[src/rtl/dldo_pkg.sv]
package dldo_pkg;

  // Comparator decision encoding
  typedef enum logic {
    CMP_BELOW = 1'b0,   // output below reference: add drive
    CMP_ABOVE = 1'b1    // output above reference: remove drive
  } cmp_dec_e;

  // Enable polarity of every switch driven by this block
  localparam logic SW_ON  = 1'b0;
  localparam logic SW_OFF = 1'b1;

  // Ceiling division used to size the direct group
  function automatic int ceil_div(input int num, input int den);
    return (num + den - 1) / den;
  endfunction

  // Map a comparator decision to the enable bit it produces
  function automatic logic dec_to_enable(input cmp_dec_e dec);
    return (dec == CMP_BELOW) ? SW_ON : SW_OFF;
  endfunction

endpackage

[src/rtl/dldo_shift_word.sv]
module dldo_shift_word
  import dldo_pkg::*;
#(
  parameter int WIDTH = 13
) (
  input  logic             clk,
  input  logic             rst,
  input  logic             new_bit,
  output logic [WIDTH-1:0] word,
  output logic             spill_bit
);

  // Next word: move every bit up one place, insert at the bottom
  function automatic logic [WIDTH-1:0] advance(input logic [WIDTH-1:0] cur,
                                               input logic             ins);
    logic [WIDTH-1:0] nxt;
    nxt = cur << 1;
    nxt[0] = ins;
    return nxt;
  endfunction

  logic [WIDTH-1:0] word_q;

  always_ff @(posedge clk) begin
    if (rst) begin
      word_q <= {WIDTH{SW_OFF}};
    end else begin
      word_q <= advance(word_q, new_bit);
    end
  end

  assign word      = word_q;
  assign spill_bit = word_q[WIDTH-1];

endmodule

[src/rtl/dldo_direct_drv.sv]
module dldo_direct_drv
  import dldo_pkg::*;
#(
  parameter int COUNT = 4
) (
  input  logic             clk,
  input  logic             rst,
  input  logic             enable_bit,
  output logic [COUNT-1:0] en_q
);

  // One flop per directly driven switch so each can sit next to its cell
  for (genvar g = 0; g < COUNT; g++) begin : g_direct
    logic bit_q;
    always_ff @(posedge clk) begin
      if (rst) begin
        bit_q <= SW_OFF;
      end else begin
        bit_q <= enable_bit;
      end
    end
    assign en_q[g] = bit_q;
  end

endmodule

[src/rtl/dldo_ctrl.sv]
module dldo_ctrl
  import dldo_pkg::*;
#(
  parameter int ARRAY_W    = 13,
  parameter int DIRECT_DIV = 4,
  localparam int DIRECT_W  = (ARRAY_W + DIRECT_DIV - 1) / DIRECT_DIV
) (
  input  logic                clk,
  input  logic                rst,
  input  logic                cmp_hi,
  output logic [ARRAY_W-1:0]  ctrl_word,
  output logic [DIRECT_W-1:0] direct_en
);

  // Decision decoded once and shared by both paths
  cmp_dec_e dec;
  logic     shift_in_bit;
  logic     dropped_bit;

  assign dec          = cmp_dec_e'(cmp_hi);
  assign shift_in_bit = dec_to_enable(dec);

  dldo_shift_word #(
    .WIDTH (ARRAY_W)
  ) u_word (
    .clk       (clk),
    .rst       (rst),
    .new_bit   (shift_in_bit),
    .word      (ctrl_word),
    .spill_bit (dropped_bit)
  );

  dldo_direct_drv #(
    .COUNT (DIRECT_W)
  ) u_direct (
    .clk        (clk),
    .rst        (rst),
    .enable_bit (shift_in_bit),
    .en_q       (direct_en)
  );

endmodule

[config.mk]
export PLATFORM = sky130hd
export DESIGN_NAME = dldo_ctrl
export DESIGN_NICKNAME = d
export VERILOG_FILES = /design/src/rtl/dldo_pkg.sv /design/src/rtl/dldo_shift_word.sv /design/src/rtl/dldo_direct_drv.sv /design/src/rtl/dldo_ctrl.sv
export SDC_FILE = /design/constraint.sdc
export NUM_CORES = 1
export LEC_CHECK = 0
export ABC_AREA = 0
export BUFFER_PORTS_ARGS = -buffer_cell sky130_fd_sc_hd__buf_2
export CAP_MARGIN = 20
export CORE_AREA = 2 2 39 41
export CTS_CLUSTER_SIZE = 16
export DETAILED_ROUTE_END_ITERATION = 10
export DIE_AREA = 0 0 41 43
export PLACE_DENSITY_LB_ADDON = 0.15
export SLEW_MARGIN = 5
export SYNTH_ARGS = -nofsm -noshare
export SYNTH_HDL_FRONTEND = slang
export SYNTH_SLANG_ARGS = --single-unit
[constraint.sdc]
create_clock -name clk -period 0.8 [get_ports clk]
set_input_delay 0.2 -clock clk [delete_from_list [all_inputs] [get_ports clk]]
set_output_delay 0.2 -clock clk [all_outputs]
set_load 0.1 [all_outputs]
==> flow_summary.ini <==
[status]
status = finished with violations
violations = negative setup slack

[cts]
cts_tree = built
clock-root-buffer = clkbuf_4
cts_buffer_depth = 2
clkTransAtPathRegs_ps = 70
cts_max_level = 1
clock_latency_ps = 260
numCtsBuffers = 3
cts.sinks = 13

[global_route]
grt_pass1_wl_mm = 1.20
grt_overflow = 0
grt_usage = 0.107
grt_util_met3 = 0.0366
grt_max_degree = 14
grt_util_met1 = 0.106
grt_pass1_vias = 281
antenna_found_initial = 0
use_met2 = 0.172
busiest_layer = met2

[die]
core_area_sq_um = 1380
io_pins = 20
die_w_um = 41
die_area_sq_um = 1760
initial_core_util = 0.283
rows = 14
die_y_um = 43

[logic_synthesis]
ys_top_cells_by_area = dfxtp_1 (66%), or2_1 (21%), buf_4 (12%)
synthCells = 33
yosysTopAreaCellShare = 0.665
seq_area_frac_synth = 0.665
synth_warnings = 0
synth_area_leader_cell = dfxtp_1
avgSynthCellArea_sq_um = 11.9
synth_fp_nets = 36
ys_ff_latch = 13
ys_types = 4
syn-cell-area_sq_um = 392

[final_layout]
nNetsFinal = 53
final_cell_mix = buf_12 (17), or2_1 (13), dfxtp_4 (12), clkbuf_4 (3), buf_2 (2)
n_fill_cell = 118
drive_gt1_frac = 0.714
diodes = 0
syn_to_final_growth_pct = 100
largest_register_ffs = 13
fin_util = 0.567
seq_area_sq_um = 307
multiInputGateArea_sq_um = 81.3
final_common_cell = buf_12

[routing]
drc = 0
first_iter_violations = 0
ant_nets = 0
drt-total-wl_um = 703
via_count = 246
drt-vias-per-instance = 3.78
drt_pass1_iterations = 1
wl_per_cell_um = 10.8

[setup_path]
critPathTopFamily = flip-flops
worst-setup-path-type = reg2out
crit_path_top_delay_cell = dfxtp_4
worstPathMaxFanout = 6
crit_arrival_ps = 900
cp.required_ps = 600
path_cells = buf_12
ff2ff_setup_slack_ps = 80
end_kind = primary output
start_kind = flop
slowest_delay_ps = 440
path_buf_inv = 1

[sta]
hold_viol = 0
min_period_ps = 1100
tns_ps = -3730
max_freq_mhz = 910
grt_setup_unrepaired = true
slew_headroom = 0.895
slew_violations = 0
finalCritPeriodShare = 1.37
final-setup-viol-count = 17
worst-slew-pin-transition_ps = 158
holdWs_ps = 109
setup_ws_ps = -299
fin_worst_skew_ps = 1.07

[power_and_ir_drop]
cellLeakagePower_uw = 0.000316
power_uw = 1240
ir_drop_mv = 0.859
p_per_area_nw_per_um2 = 1580

[flow_run]
maxCapViolCount = 0

[placed_design]
post-place-ws_ps = -18.7
dpl.hpwl_um = 589
io_buffer_count = 19
place_congestion = 0.583

[hold_path]
holdCritPathClass = in2reg
==> per-stage QoR <==
| step | area [sq um] | cells |
|---|---|---|
| floorplan | 479 | 33 |
| global placement | 757 | 61 |
| detailed placement | 757 | 61 |
| CTS | 785 | 65 |
| global route | 785 | 65 |
| finish | 785 | 65 |
==> cells by family (layout without fill, tap and decap cells) <==
kind of cell / count (synthesis) / after routing / synth area share
flops: 13 / 13 / 0.665
simple gates: 13 / 13 / 0.208
buf+inv: 7 / 23 / 0.128
==> final cells by class <==
class / count / area share
Sequential cell: 13 / 0.391
Tap cell: 16 / 0.0255
Clock buffer: 4 / 0.0335
Multi-Input combinational cell: 13 / 0.104
Timing Repair Buffer: 19 / 0.447
==> report_power, final <==
| part | total [uW] | switching, uW | internal (uW) |
|---|---|---|---|
| Clock | 379 | 186 | 193 |
| Combinational | 227 | 151 | 76.0 |
| Sequential | 636 | 16.1 | 620 |
| Total | 1240 | 354 | 889 |
==> per-layer routing <==
metal,routed length (um),part of all wire
met1,235,0.33
met2,401,0.57
met3,58,0.083
met4,7,0.010
met5,0,0
==> synthesized netlist by cell type <==
cell type and instances:
dfxtp_1 13, clkbuf_2 1, buf_4 6, or2_1 13
==> final timing paths <==
kind              cells past startpoint            from             end
setup / recovery                      1  u_word.word[0]    direct_en[0]
hold / removal                        2          cmp_hi  u_word.word[0]
setup reg to reg                      1  u_word.word[0]  u_word.word[1]
hold reg to reg                       1  u_word.word[5]  u_word.word[6]
==> timing repair <==
item                       4_1_cts  5_1_grt
cloned                           0        0
gates resized for setup          1        0
pin swaps                        0        0
buffers inserted                 0        0
hold buffers                     0        0
setup endpoints to repair       17       17
Power figures use the tool's default switching activity.
